`config.mk`:
```
export PLATFORM = sky130hd
export DESIGN_NAME = pid_tree_lookup
export DESIGN_NICKNAME = d
export VERILOG_FILES = /design/src/rtl/pid_tree_lookup.sv
export SDC_FILE = /design/constraint.sdc
export NUM_CORES = 2
export LEC_CHECK = 0
export ABC_AREA = 1
export BUFFER_PORTS_ARGS = -buffer_cell sky130_fd_sc_hd__buf_2
export CORE_ASPECT_RATIO = 1.4
export CORE_MARGIN = 2
export CORE_UTILIZATION = 45
export CTS_CLUSTER_SIZE = 8
export DETAILED_ROUTE_END_ITERATION = 10
export SLEW_MARGIN = 5
export SYNTH_ARGS = -nofsm -noshare
export SYNTH_HDL_FRONTEND = slang
export SYNTH_SLANG_ARGS = --single-unit
export TNS_END_PERCENT = 100
```
`constraint.sdc`:
```
create_clock -name clk -period 3.85 [get_ports clk]
set_input_delay 0.1925 -clock clk [delete_from_list [all_inputs] [get_ports clk]]
set_output_delay 0.1925 -clock clk [all_outputs]
set_load 0.1 [all_outputs]
```
`src/rtl/pid_tree_lookup.sv`:
```
module pid_tree_lookup #(
  parameter int SID_W       = 4,
  parameter int PER_W       = 8,
  parameter int SEL_W       = 4,
  parameter int SLOT_W      = 8,
  parameter int WORD_W      = 32,
  parameter int TABLE_DEPTH = 128,
  parameter int MAX_DEPTH   = 12
) (
  input  logic                           clk,
  input  logic                           rst_n,
  input  logic                           wr_en,
  input  logic [$clog2(TABLE_DEPTH)-1:0] wr_addr,
  input  logic [WORD_W-1:0]              wr_data,
  input  logic                           req_valid,
  input  logic [SID_W-1:0]               req_slave,
  input  logic [PER_W-1:0]               req_periph,
  output logic                           busy,
  output logic                           rsp_valid,
  output logic                           rsp_found,
  output logic [SLOT_W-1:0]              rsp_slot,
  output logic [SLOT_W-1:0]              slot_min,
  output logic [SLOT_W-1:0]              slot_max
);
  localparam int ID_W      = SID_W + PER_W;
  localparam int EXT_W     = 2 ** SEL_W;
  localparam int IDX_W     = $clog2(TABLE_DEPTH);
  localparam int STEP_W    = $clog2(MAX_DEPTH);
  localparam int NODE_W    = SEL_W + 2 * (1 + SLOT_W);
  localparam int ONE_FLAG  = SEL_W;
  localparam int ONE_LO    = SEL_W + 1;
  localparam int ZERO_FLAG = ONE_LO + SLOT_W;
  localparam int ZERO_LO   = ZERO_FLAG + 1;
  localparam logic [STEP_W-1:0] LAST_STEP = STEP_W'(MAX_DEPTH - 1);

  logic [NODE_W-1:0] tab [TABLE_DEPTH];
  logic [ID_W-1:0]   id_q;
  logic [IDX_W-1:0]  node_idx;
  logic [STEP_W-1:0] step;
  logic [NODE_W-1:0] node;
  logic [EXT_W-1:0]  id_ext;
  logic              bit_v, take_flag;
  logic [SLOT_W-1:0] take_res;
  logic              unused_hi;

  assign unused_hi = ^wr_data[WORD_W-1:NODE_W];

  always_ff @(posedge clk)
    if (wr_en) tab[wr_addr] <= wr_data[NODE_W-1:0];

  assign node      = tab[node_idx];
  assign id_ext    = {{(EXT_W - ID_W){1'b0}}, id_q};
  assign bit_v     = id_ext[node[SEL_W-1:0]];
  assign take_flag = bit_v ? node[ONE_FLAG] : node[ZERO_FLAG];
  assign take_res  = bit_v ? node[ONE_LO +: SLOT_W] : node[ZERO_LO +: SLOT_W];

  always_ff @(posedge clk or negedge rst_n) begin
    if (!rst_n) begin
      busy      <= 1'b0;
      rsp_valid <= 1'b0;
      rsp_found <= 1'b0;
      rsp_slot  <= '0;
      slot_min  <= '1;
      slot_max  <= '0;
      id_q      <= '0;
      node_idx  <= '0;
      step      <= '0;
    end else begin
      rsp_valid <= 1'b0;
      if (!busy) begin
        if (req_valid) begin
          busy     <= 1'b1;
          id_q     <= {req_slave, req_periph};
          node_idx <= '0;
          step     <= '0;
        end
      end else if (!take_flag) begin
        busy      <= 1'b0;
        rsp_valid <= 1'b1;
        rsp_found <= 1'b1;
        rsp_slot  <= take_res;
        if (take_res < slot_min) slot_min <= take_res;
        if (take_res > slot_max) slot_max <= take_res;
      end else if (step == LAST_STEP) begin
        busy      <= 1'b0;
        rsp_valid <= 1'b1;
        rsp_found <= 1'b0;
        rsp_slot  <= '0;
      end else begin
        node_idx <= take_res[IDX_W-1:0];
        step     <= step + 1'b1;
      end
    end
  end

  AST_RSP_ONE_CYCLE: assert property (@(posedge clk) disable iff (!rst_n)
    rsp_valid |=> !rsp_valid);
  AST_ACCEPT_BUSY: assert property (@(posedge clk) disable iff (!rst_n)
    (req_valid && !busy) |=> busy);
  AST_RSP_IDLE: assert property (@(posedge clk) disable iff (!rst_n)
    rsp_valid |-> !busy);
  AST_DEPTH_BOUND: assert property (@(posedge clk) disable iff (!rst_n)
    busy |-> (step <= LAST_STEP));
  AST_RANGE_COVERS: assert property (@(posedge clk) disable iff (!rst_n)
    (rsp_valid && rsp_found) |-> (slot_min <= rsp_slot && slot_max >= rsp_slot));
  AST_RANGE_STABLE: assert property (@(posedge clk) disable iff (!rst_n)
    !(rsp_valid && rsp_found) |-> ($stable(slot_min) && $stable(slot_max)));
  AST_MISS_ZERO: assert property (@(posedge clk) disable iff (!rst_n)
    (rsp_valid && !rsp_found) |-> (rsp_slot == '0));
endmodule

```
Word-level counts from Yosys, hierarchy flattened:

Memory sizes are Yosys's and may differ from the RTL's.
Index checks and enable logic that the tools add are counted.

* output and inout bits: 27
* memory bits (writable): 2816
* memories kept: 1
* register bits after elaboration: 50
* input bits: 55
* logic and storage cells: 51

Memories
* tab: words 128, width 22, read ports 1, clocked after Yosys merged registers in 0, wr ports 1, RTL line 36 `logic [NODE_W-1:0] tab [TABLE_DEPTH];`

* bitwise logic cells: 2
* mux-type cells: 25
* $lt $le $gt $ge: 3
* $add $sub $neg: 1
* reduce and logical (&&, ||, !) cells: 6
* eq/ne operators: 4

Operators by type and width (count)
* $mux W7: 4
* $mux W8: 3
* $mux W4: 4
* $mux W1: 13
* $reduce_and A3 Y1: 3
* $gt A8 B8 Y1: 1
* $lt A8 B8 Y1: 1
* $lt A4 B5 Y1 const B: 1
* $add A4 B1 Y4 const B: 1
* $bmux W1 S4: 1
* $eq A4 B4 Y1 const B: 1
* $ne A2 B1 Y1 const B: 2
* $reduce_and A2 Y1: 2
* $ne A2 B2 Y1 const B: 1
* $not A1 Y1: 2
* $reduce_bool A2 Y1: 1

Logic depth before layout (Yosys ltp):

An unclocked memory read counts as a cell.

* depth in word-level cells: 7
* depth in mapped cells: 31
* mapped depth without buffers: 28

Worst setup path after synthesis:

No wires, ideal clock.

* kind: register to register
* start point: register node_idx[2]
* end point: register slot_max[0]
* clock period less this slack: 3895 ps
* slack: -45 ps
* library setup time: 67 ps
* data required time: 3783 ps
* buffers on the path: 9
* arrival time: 3828 ps
* stages on the path, launching flop included: 28
* path through: dfrtp_1 buf_2 inv_1 buf_4 buf_4 buf_4 buf_4 buf_2 clkbuf_1 clkbuf_1 o221ai_1 nand3_1 o311ai_0 nand3_1 nand3_1 nand3_1 nand2_1 ha_1 nand4_1 inv_1 nand3_1 inv_1 nand3_1 or2_1 buf_2 nand3_2 nand2_1 nand2_1

* longest elaborated chain between the ends: 6
* elaborated cells on any way between the ends: 8
* classes of those cells: order compare (1); mux (4); bitwise (1); reduce/logical (1); memory (1)

Ends and longest elaborated chain
* start, declared: RTL line 38 `logic [IDX_W-1:0] node_idx;`
* start signal, assigned: RTL line 90 `node_idx <= take_res[IDX_W-1:0];`
* $mem_v2 Z128 W22 (*)
* $bmux W1 S4: RTL line 53 `assign bit_v = id_ext[node[SEL_W-1:0]];`
* $mux W1 (implied by the code): RTL line 53
* $mux W8 (*): RTL line 55 `assign take_res = bit_v ? node[ONE_LO +: SLOT_W] : node[ZERO_LO +: SLOT_W];`
* net take_res[7]: RTL line 43 `logic [SLOT_W-1:0] take_res;`
* $gt A8 B8 Y1 (*): RTL line 83 `if (take_res > slot_max) slot_max <= take_res;`
* $reduce_and A3 Y1 (no line) (*)
* end signal, assigned: RTL line 83
* end, declared: RTL line 23 `output logic [SLOT_W-1:0] slot_max`

Mark *: on every way through the listed nets, which the timed path passes. The rest lies on a longest branch. The select of a mux whose other input is x is not followed.
A chain may end at the register's enable or synchronous reset.

Final worst setup path:

* start point: register node_idx[0]
* end point: register slot_max[4]

The elaborated chain is that of the path after synthesis.

==> summary.md <==
| Metric | Value |
|---|---|
| Ports | `82` |
| First-pass DRT Iterations | `6` |
| Overflow after GRT | `0` |
| Area delta synth->final | `23.1%` |
| Reg2reg path depth | `21` |
| Final setup viols | `38` |
| DP HPWL | `216000 um` |
| CP required | `4650 ps` |
| Max-cap viol count | `0` |
| Final WS setup | `-529 ps` |
| Max Slew Vio Count | `0` |
| FF+latch area | `85800 um^2` |
| Area taken by multi-input logic gates | `26700 um^2` |
| Top fanout value on the critical path | `16` |
| First-pass GRT wire length | `527000 um` |
| Number of global-route vias before repair | `76200` |
| Terminus of the critical flop-to-flop path | `slot_max[4]$_DFFE_PN0P_` |
| Failing checks | `setup timing` |
| CTS tree | `done` |
| CTS Sinks | `2866` |
| Max clock buf depth | `4` |
| Setup Skew | `72.2 ps` |
| Synthesized area | `114000 um^2` |
| GRT busiest layer | `met2` |
| WL/cell | `29.3 um` |
| Clock Tree Root | `clkbuf_16` |
| M2 GR Usage | `46.7%` |
| Die area | `257000 um^2` |
| WS Path Type | `register to register` |
| Slew HR | `4.82%` |
| Ys flop type | `edfxtp_1` |
| Critical R2R Launch | `node_idx[0]$_DFFE_PN0P_` |
| Sequential fraction of the synthesis area | `75.5%` |
| Clk slew on worst S/H paths | `60 ps` |
| Share of layout cells above drive strength 1 | `20.9%` |
| Post-synthesis cell count | `8640` |
| Status | `finished with violations` |
| Initial drt markers | `10100` |
| Final core occ | `55.6%` |
| HP Start | `wr_data[1]` |
| Final cycle utilization of the critical path | `114%` |
| Total Routing Usage GR | `27.9%` |
| Min-Delay Endpoint | `tab[116][1]$_DFFE_PP_` |
| Setup TNS | `-12130 ps` |
| Post-synth EDFFs | `2816` |
| Vias | `79000` |
| Worst Max-Slew Pin Slew | `1420 ps` |
| Remaining DRCs | `0` |
| CTS H-Tree Depth | `5` |
| Hold Path Cell Cnt | `1` |
| Total clock buffers created by CTS | `400` |
| Syn Area/Cell | `13.2 um^2` |
| Period minus WS final | `4380 ps` |
| Leading area contributor after synthesis | `edfxtp_1` |
| Synth async-reset ratio | `1.74%` |
| GRT met3 Usage | `4.31%` |
| Synth Register Bits | `2866` |
| Mapped Nets | `8710` |
| Max Clock Freq | `0.228 GHz` |
| RSZ-0062 raised after global routing | `yes` |
| Crit. End Element | `register` |
| FF-to-FF setup slack | `-530 ps` |
| Dominant cells by area after synthesis | `edfxtp_1 (74%), o21ai_0 (5.7%), nor2_1 (5.0%)` |
| Yosys warning count | `0` |
| Vias per cell | `6.12` |
| Chip height | `599 um` |
| NumNets Final | `9611` |
| Die width | `429 um` |
| Cell Pwr Density | `724 nW/um^2` |
| IO buf count | `71` |
| Layout fillers | `19900` |
| Core Area | `251000 um^2` |
| Largest net degree at the start of global routing | `129` |
| Initial antenna violation count | `11` |
| Worst Path Arrival | `5170 ps` |
| Yosys cell types | `46` |
| CP startpoint kind | `register` |
| Placer Congestion | `0.933` |
| Row cnt | `218` |
| Hold Crit Class | `primary input to register` |
| Routed Antenna Nets | `0` |
| Skew-Pair Late Insertion Delay | `890 ps` |
| Wirelength, routed | `378000 um` |
| Initial Utilization | `45.2%` |
| Final hold vios | `0` |
| Yosys top cell area share | `74.4%` |
| P_leak | `47.6 nW` |
| Routing usage on met1 | `35.0%` |
| Worst VDD drop | `745 uV` |
[state kept, by name (all words and copies together) (netlist names)]
name and flops:
tab 2816, id_q 12, rsp_slot 8, slot_max 8
slot_min 8, node_idx 7, step 4, busy 1
rsp_found 1, rsp_valid 1
[cell families (layout without fill, tap and decap cells)]
logic type	after synthesis	after routing	share of synthesized area [%]
fa+ha+maj	15	15	0.165
other cells	0	5	0
compound gates	2259	2259	11.3
buf+inv	683	1642	2.92
mux	12	12	0.119
xor+xnor	2	2	0.0154
flops	2866	2866	75.5
simple gates	2803	2804	9.93
[cell usage in the layout, fill, tap and decap left out, types with 120 or more instances in the layout]
| cell | count |
|---|---|
| nand2_1 | 660 |
| o21ai_0 | 1170 |
| buf_4 | 747 |
| nor2_1 | 1387 |
| o22ai_1 | 514 |
| nand3_1 | 385 |
| o21ai_1 | 184 |
| clkbuf_16 | 463 |
| edfxtp_1 | 2816 |
| nand3_2 | 120 |
| nor2_2 | 134 |
[per-stage QoR]
stage	cells	setup slack, ps	power (mW)	cell area [um^2]	hold WS (ps)
2_1_floorplan	8640	28.2	50.2	114000	-103
3_3_place_gp	12200	-936	63.6	123000	348
3_5_place_dp	12200	-938	63.8	123000	369
4_1_cts	12800	-463	96.9	136000	18.3
5_1_grt	12900	-569	104	140000	54.6
6_report	12900	-529	101	140000	47.7
[Yosys cell counts (2+ instances only)]
library cell	instances
a31oi_2	4
a32o_1	23
nand3_2	4
nor2_1	1522
nand2_2	6
buf_2	236
inv_1	43
nand2_1	714
clkbuf_1	263
nand3_1	530
mux2_2	12
a21oi_1	88
inv_2	6
nand4_1	10
o311ai_0	5
o32ai_1	18
o21ai_0	1288
dfrtp_1	42
o21ai_1	100
ha_1	15
buf_1	33
buf_4	75
nor3_1	14
a221oi_1	20
o22ai_1	532
buf_6	24
o21bai_1	2
dfstp_2	8
clkinv_1	2
a31oi_1	9
o221ai_1	113
o311ai_1	4
o211ai_1	47
edfxtp_1	2816
[cell type report]
class,instances,area share (%)
multi-input cells,5092,19.1
repair inverters,3,0.0546
well taps,3300,2.95
repair buffers,1126,8.82
inverters,52,0.202
clock buffers,448,7.41
diodes,5,0.00894
flip-flops and latches,2866,61.4
clock inverters,13,0.0912
[report_power, final]
| group | switching [mW] | internal, mW | total (mW) | leakage, nW |
|---|---|---|---|---|
| registers | 0.332 | 34.8 | 35.1 | 25.9 |
| clock network | 12.2 | 18.6 | 30.8 | 5.14 |
| logic | 22.0 | 13.4 | 35.4 | 16.5 |
[how the worst max path moves through the flow]
| stage | cells after the start | from | to | slack, ps |
|---|---|---|---|---|
| floorplan | 27 | node_idx[0]$_DFFE_PN0P_ | slot_max[0]$_DFFE_PN0P_ | 30 |
| global placement | 28 | node_idx[0]$_DFFE_PN0P_ | slot_max[1]$_DFFE_PN0P_ | -940 |
| detailed placement | 28 | node_idx[0]$_DFFE_PN0P_ | slot_max[4]$_DFFE_PN0P_ | -940 |
| CTS | 30 | node_idx[0]$_DFFE_PN0P_ | slot_max[4]$_DFFE_PN0P_ | -460 |
| global route | 32 | node_idx[0]$_DFFE_PN0P_ | slot_max[0]$_DFFE_PN0P_ | -570 |
| finish | 21 | node_idx[0]$_DFFE_PN0P_ | slot_max[4]$_DFFE_PN0P_ | -530 |
[critical path, cell delays in order, from the launching register on]
cell	delay (ps)
dfrtp_4	470
buf_6	120
buf_12	130
buf_12	160
buf_4	260
buf_4	240
nand2_1	70
a221oi_1	530
buf_4	210
o211ai_1	220
nand3_1	150
nand3_1	140
buf_4	190
a31oi_2	280
buf_4	240
ha_1	250
nand3_2	90
buf_4	130
nand2_4	80
nand3_4	140
nand2_1	70
nand2_1	80
[layer usage]
metal  share of wire, %  vias to the layer above
li1                   -                    34000
met1                 37                    39700
met2                 48                     4413
met3                8.6                      907
met4                6.3                        4
met5             0.0069                        -
[repair_timing]
item	in CTS	in global routing
gates cloned	25	59
resized for setup	213	470
setup buffers	39	63
endpoints found under the hold margin	619	0
hold buffers	31	0
setup endpoints to repair	38	38
pin swaps	25	153
Power figures use the tool's default switching activity.
